[src/rtl/fsd_pkg.sv]
package fsd_pkg;
   // field start cause, produced by the half-line counter
   typedef struct packed {
      logic hit;   // accepted in-window sync
      logic wrap;  // free-run limit reached
   } fsd_evt_t;
endpackage

[src/rtl/fsd_halfline_counter.sv]
module fsd_halfline_counter
   import fsd_pkg::*;
#(
   parameter int NOM_HALF  = 625,
   parameter int FREE_HALF = 632,
   parameter int WIN       = 4,
   parameter int CW        = $clog2(FREE_HALF)
) (
   input  logic          clk,
   input  logic          rst_n,
   input  logic          half_tick,
   input  logic          vsync,
   output logic [CW-1:0] hcnt,
   output logic          in_win,
   output fsd_evt_t      evt
);
   localparam int WLO = NOM_HALF - WIN;
   localparam int WHI = NOM_HALF + WIN;

   assign in_win   = (hcnt >= CW'(WLO)) && (hcnt <= CW'(WHI));
   assign evt.hit  = vsync && in_win;
   assign evt.wrap = !evt.hit && half_tick && (hcnt == CW'(FREE_HALF - 1));

   always_ff @(posedge clk) begin
      if (!rst_n) begin
         hcnt <= '0;
      end else if (evt.hit || evt.wrap) begin
         hcnt <= '0;
      end else if (half_tick) begin
         hcnt <= hcnt + 1'b1;
      end
   end
endmodule

[src/rtl/fsd_lock_tracker.sv]
module fsd_lock_tracker
   import fsd_pkg::*;
#(
   parameter int LOCK_HITS     = 4,
   parameter int UNLOCK_MISSES = 8
) (
   input  logic     clk,
   input  logic     rst_n,
   input  fsd_evt_t evt,
   output logic     locked
);
   localparam int HW = $clog2(LOCK_HITS + 1);
   localparam int MW = $clog2(UNLOCK_MISSES + 1);

   logic [HW-1:0] hits;
   logic [MW-1:0] misses;

   always_ff @(posedge clk) begin
      if (!rst_n) begin
         hits   <= '0;
         misses <= '0;
         locked <= 1'b0;
      end else if (evt.hit) begin
         misses <= '0;
         if (hits != HW'(LOCK_HITS)) hits <= hits + 1'b1;
         if (hits >= HW'(LOCK_HITS - 1)) locked <= 1'b1;
      end else if (evt.wrap) begin
         hits <= '0;
         if (misses != MW'(UNLOCK_MISSES)) misses <= misses + 1'b1;
         if (misses >= MW'(UNLOCK_MISSES - 1)) locked <= 1'b0;
      end
   end
endmodule

[src/rtl/fsd_flyback_pulse.sv]
module fsd_flyback_pulse #(
   parameter int PULSE_CYC = 2700
) (
   input  logic clk,
   input  logic rst_n,
   input  logic trig,
   output logic flyback
);
   generate
      if (PULSE_CYC == 1) begin : g_single
         logic q;
         always_ff @(posedge clk) begin
            if (!rst_n) q <= 1'b0;
            else        q <= trig;
         end
         assign flyback = q;
      end else begin : g_count
         localparam int PW = $clog2(PULSE_CYC + 1);
         logic [PW-1:0] left;
         always_ff @(posedge clk) begin
            if (!rst_n)            left <= '0;
            else if (trig)         left <= PW'(PULSE_CYC);
            else if (left != '0)   left <= left - 1'b1;
         end
         assign flyback = (left != '0);
      end
   endgenerate
endmodule

[src/rtl/field_sync_divider.sv]
module field_sync_divider
   import fsd_pkg::*;
#(
   parameter int NOM_HALF      = 625,
   parameter int FREE_HALF     = 632,
   parameter int WIN           = 4,
   parameter int LOCK_HITS     = 4,
   parameter int UNLOCK_MISSES = 8,
   parameter int CLK_MHZ       = 27,
   parameter int PULSE_US      = 100
) (
   input  logic clk,
   input  logic rst_n,
   input  logic half_tick,
   input  logic vsync,
   output logic flyback,
   output logic locked,
   output logic odd_field
);
   localparam int CW        = $clog2(FREE_HALF);
   localparam int PULSE_CYC = PULSE_US * CLK_MHZ;

   generate
      if (FREE_HALF <= NOM_HALF + WIN) begin : g_bad_free
         $error("free-run limit must exceed the sync window");
      end
      if (WIN < 1 || WIN >= NOM_HALF) begin : g_bad_win
         $error("window half-width out of range");
      end
      if (PULSE_CYC < 1) begin : g_bad_pulse
         $error("flyback pulse must last at least one cycle");
      end
      if (LOCK_HITS < 2 || UNLOCK_MISSES < 2) begin : g_bad_lock
         $error("lock thresholds must be at least 2");
      end
   endgenerate

   logic [CW-1:0] hcnt;
   logic          in_win;
   fsd_evt_t      evt;
   logic          sync_hit;
   logic          free_wrap;
   logic          field_evt;

   fsd_halfline_counter #(
      .NOM_HALF (NOM_HALF),
      .FREE_HALF(FREE_HALF),
      .WIN      (WIN),
      .CW       (CW)
   ) u_cnt (
      .clk      (clk),
      .rst_n    (rst_n),
      .half_tick(half_tick),
      .vsync    (vsync),
      .hcnt     (hcnt),
      .in_win   (in_win),
      .evt      (evt)
   );

   assign sync_hit  = evt.hit;
   assign free_wrap = evt.wrap;
   assign field_evt = sync_hit | free_wrap;

   fsd_lock_tracker #(
      .LOCK_HITS    (LOCK_HITS),
      .UNLOCK_MISSES(UNLOCK_MISSES)
   ) u_lock (
      .clk   (clk),
      .rst_n (rst_n),
      .evt   (evt),
      .locked(locked)
   );

   fsd_flyback_pulse #(
      .PULSE_CYC(PULSE_CYC)
   ) u_pulse (
      .clk    (clk),
      .rst_n  (rst_n),
      .trig   (field_evt),
      .flyback(flyback)
   );

   always_ff @(posedge clk) begin
      if (!rst_n)         odd_field <= 1'b0;
      else if (field_evt) odd_field <= ~odd_field;
   end
endmodule

[config.mk]
export PLATFORM = sky130hd
export DESIGN_NAME = field_sync_divider
export DESIGN_NICKNAME = d
export VERILOG_FILES = /design/src/rtl/fsd_pkg.sv /design/src/rtl/fsd_halfline_counter.sv /design/src/rtl/fsd_lock_tracker.sv /design/src/rtl/fsd_flyback_pulse.sv /design/src/rtl/field_sync_divider.sv
export SDC_FILE = /design/constraint.sdc
export NUM_CORES = 1
export LEC_CHECK = 0
export ABC_AREA = 1
export BUFFER_PORTS_ARGS = -buffer_cell sky130_fd_sc_hd__buf_2
export CORE_MARGIN = 3
export CORE_UTILIZATION = 30
export CTS_CLUSTER_DIAMETER = 120
export DETAILED_ROUTE_END_ITERATION = 8
export GPL_TIMING_DRIVEN = 0
export PLACE_DENSITY = 0.47
export REMOVE_ABC_BUFFERS = 1
export SETUP_SLACK_MARGIN = 0.3
export SLEW_MARGIN = 20
export SYNTH_ARGS = -nofsm -noshare
export SYNTH_HDL_FRONTEND = slang
export SYNTH_HIERARCHICAL = 1
export SYNTH_SLANG_ARGS = --single-unit
export TNS_END_PERCENT = 1
[constraint.sdc]
create_clock -name clk -period 4.44 [get_ports clk]
set_input_delay 0.222 -clock clk [delete_from_list [all_inputs] [get_ports clk]]
set_output_delay 0.222 -clock clk [all_outputs]
set_load 0.01 [all_outputs]
# Word-level counts from Yosys, hierarchy flattened
# Index checks and enable logic that the tools add are counted.
[word_totals]
out_inout_bits = 3
ff_bits = 31
word_cells = 48
inputBits = 4
[op_classes]
muxes = 9
n_lt_le_gt_ge = 4
addsub = 4
n_bitwise = 3
eq_ne = 5
reduce_logical = 16
[op_table]
columns = ["op", "count"]
rows = [
  ["$mux W12", 2],
  ["$reduce_bool A12 Y1", 1],
  ["$sub A12 B1 Y12 const B", 1],
  ["$add A10 B1 Y10 const B", 1],
  ["$eq A10 B10 Y1 const B", 1],
  ["$ge A10 B10 Y1 const B", 1],
  ["$le A10 B10 Y1 const B", 1],
  ["$mux W3", 3],
  ["$reduce_bool A2 Y1", 3],
  ["$reduce_or A2 Y1", 3],
  ["$add A4 B1 Y4 const B", 1],
  ["$ge A4 B3 Y1 const B", 1],
  ["$logic_and A1 B1 Y1", 4],
  ["$mux W1", 4],
  ["$ne A2 B1 Y1 const B", 2],
  ["$ne A4 B4 Y1 const B", 1],
  ["$reduce_and A2 Y1", 2],
  ["$add A3 B1 Y3 const B", 1],
  ["$ge A3 B2 Y1 const B", 1],
  ["$ne A3 B3 Y1 const B", 1],
  ["$reduce_and A3 Y1", 1],
  ["$not A1 Y1", 2],
  ["$logic_not A1 Y1", 1],
  ["$logic_or A1 B1 Y1", 1],
  ["$or A1 B1 Y1", 1],
]

# Longest topological paths before layout
[depth]
ltp_word = 8
mapped_depth = 15
depth_no_buf = 15

# By module
# Netlist, hierarchy kept.
[modules_own_cells]
columns = ["mod", "cells_per_inst", "n_inst", "seq_area_each_um2", "area_per_inst_um2"]
rows = [
  ["fsd_flyback_pulse", 100, 1, 240.2, 734.5],
  ["fsd_halfline_counter", 90, 1, 200.2, 615.6],
  ["fsd_lock_tracker", 70, 1, 160.2, 479.2],
  ["field_sync_divider", 8, 1, 20.0, 63.8],
]

# Worst setup path after synthesis
# Ideal clock, no wire load.
[synth_path]
kind = "flip-flop to flip-flop"
startpoint = "reg u_cnt.hcnt[0]"
endpoint = "reg u_pulse.g_count.left[0]"
n_path_buf = 0
t_required_ns = 4.370
stages_incl_launch_ff = 14
arrival_ns = 1.757
period_less_slack_ns = 1.827
path_slack_ns = 2.613
setup_ns = 0.070
cell_sequence = "dfxtp_1 > inv_1 > ha_1 > nand2_1 > nand2_1 > nand2_1 > nand4_2 > nand3_1 > inv_1 > nor2_4 > inv_1 > nor2_1 > inv_1 > a21oi_1"
[synth_lines]
columns = ["item", "line_no", "rtl"]
rows = [
  ["from (decl)", "fsd_halfline_counter.sv:13", "output logic [CW-1:0] hcnt,"],
  ["from (signal assigned)", "fsd_halfline_counter.sv:30", "hcnt <= hcnt + 1'b1;"],
  ["to (signal assigned)", "fsd_flyback_pulse.sv:22", "else if (trig) left <= PW'(PULSE_CYC);"],
  ["to (signal assigned)", "fsd_flyback_pulse.sv:23", "else if (left != '0) left <= left - 1'b1;"],
  ["to (decl)", "fsd_flyback_pulse.sv:19", "logic [PW-1:0] left;"],
]

==> results.cfg <==
[outcome]
status = finished clean

[timing]
fin_tns_setup_ps = 0
worstMarginPinSlew_ps = 352
finalClockSkew_ps = 2.34
setup_viol = 0
period_minus_slack_ps = 2170
finalHoldViolCount = 0
rsz0062_at_grt = no
max_freq_mhz = 460
period_share = 0.489
max-slew-margin-rel = 0.765
drv_slew = 0

[clock_tree]
clk_pin_slew_ps = 60
cts_setup_buffers = 0
cts-root-buf = clkbuf_8
cts.repair.resized = 0
cts_tree = done
hold_buffers = 0
clkLatencyLatePin_ps = 280
cts.htree.levels = 2
cts_buffer_depth = 2
numCtsBuffers = 5
cts_sinks = 31

[drt]
routed_wl_mm = 3.46
drc = 0
dr_wl_met3_microns = 88
drt-met1-wl_mm = 1.68
wire_per_inst_microns = 9.72
drt_iter0_markers = 30
via_per_inst = 4.30
dr_wl_met2_mm = 1.63
via_count = 1530
antenna_left = 0
maxUsedRoutingLayer = met4
first_pass_iters = 4

[setup_path]
end_kind = register
crit_slowest_cell = dfxtp_1
r2r_slack_ps = 2270
crit_top_cell = inv_1
crit_fanout = 7
crit_chain = inv_1 > ha_1 > nand2_1 > nand2_1 > nand2_1 > nand4_2 > nand3_1 > inv_1 > nor2_4 > inv_1 > nor2_1 > inv_1 > a21oi_1
reg2reg_to = u_pulse/g_count.left[0]
start_kind = register
worstRegToRegCells = 13
r2r-start = u_cnt/hcnt[0]
required_ps = 4650
setup.worst_path.class = reg2reg
cp.arrival_ps = 2390
cpPeakStageDelay_ps = 430

[synth]
avgSynthCellArea_sq_um = 7.07
syn-cell-area_sq_um = 1890
netlist_instances = 267
ys.warnings.count = 6

[placement]
placed_cell_area_sq_um = 2010
post-place-cells = 348
globalplace.congestion = 0.751
detailed_place_hpwl_mm = 2.69
portBuffers = 6

[layout]
final_cells = 356
fin_area_sq_um = 2110
n_antenna_cell = 0
finalNetCount = 294
drive_gt1_frac = 0.178
n_fill_cell = 665
areaGrowthSynthToFinish_pct = 11.9

[global_route]
grt_max_degree = 11
grtUsageTotal = 0.111
antenna_found_initial = 0
gr-total-overflow = 0
grt_pass1_vias = 1503
grt_pass1_wl_mm = 6.48

[floorplan]
die_w_microns = 85.3
ios = 7
dieArea_sq_um = 7280
core_sq_um = 5990
start_util = 0.315
die_h_microns = 85.3
num_rows = 28

[power]
vdd_drop_max_uv = 238
p_per_area_nw_per_um2 = 487
leakagePower_nw = 0.929

[min_path]
min_from = rst_n
holdPathStages = 3
hp-class = in2reg
hold-path-endpoint = odd_field

[job]
maxCapViolations = 0
## flip-flops by register name, indices dropped and copies added (netlist names)
| name | cells |
|---|---|
| u_cnt/hcnt | 10 |
| u_lock/locked | 1 |
| u_lock/hits | 3 |
| odd_field | 1 |
| u_lock/misses | 4 |
| u_pulse/g_count.left | 12 |
## where the power goes
group / leakage (nW) / switching, mW / total, mW / internal (mW)
Sequential: 0.252 / 0.0394 / 0.358 / 0.319
Combinational: 0.625 / 0.260 / 0.422 / 0.162
Clock: 0.0515 / 0.105 / 0.246 / 0.141
Total: 0.929 / 0.404 / 1.03 / 0.623
## worst max-delay path: cells and delay by family (launching register included)
kind / cells / cell delay, ps
and+or+nand+nor: 7 / 900
adders and majority gates: 1 / 210
AOI/OAI and AO/OA: 1 / 130
buffers and inverters: 4 / 430
DFF: 1 / 430
## how the worst max path moves through the flow
stage                  start                       to  slack (ps)  cells after the start
5_1_grt        u_cnt/hcnt[0]  u_pulse/g_count.left[0]        1950                     13
3_3_place_gp   u_cnt/hcnt[0]  u_pulse/g_count.left[0]        2210                     13
2_1_floorplan  u_cnt/hcnt[0]  u_pulse/g_count.left[0]        2630                     13
6_report       u_cnt/hcnt[0]  u_pulse/g_count.left[0]        2270                     13
3_5_place_dp   u_cnt/hcnt[0]  u_pulse/g_count.left[0]        2230                     13
4_1_cts        u_cnt/hcnt[0]  u_pulse/g_count.left[0]        2220                     13
## layer usage
layer,up-vias,track usage
li1,847,-
met1,666,0.137
met2,10,0.177
met3,7,0.0350
met4,0,0.0475
met5,-,0
## placed cells by master (no fill, tap or decap), drive strengths merged
cell	instances
nand2	69
o21ai	6
xnor2	2
nor2	51
ha	10
nor3	3
a21oi	12
nand4	4
nand3	20
o21bai	1
and3	1
clkbuf	8
clkinv	2
or2	1
xor2	11
dfxtp	31
buf	6
a21boi	2
inv	41
## through the flow
stage / hold WS, ps / util / power, mW / worst slack (ps)
6_report: 231 / 0.352 / 1.03 / 2270
4_1_cts: 227 / 0.352 / 1.04 / 2220
5_1_grt: 231 / 0.352 / 1.12 / 1950
3_5_place_dp: 458 / 0.336 / 0.789 / 2230
2_1_floorplan: 320 / - / 0.714 / 2630
3_3_place_gp: 447 / 0.336 / 0.791 / 2210
## area by class of cell
type	instances	area, sq um	share of cell area
Multi-Input combinational cell	193	1100	0.523
Clock buffer	8	100	0.0474
Sequential cell	31	621	0.294
Timing Repair Buffer	6	30.0	0.0142
Inverter	43	161	0.0765
Tap cell	75	93.8	0.0445
(Power assumes the default switching activity.)
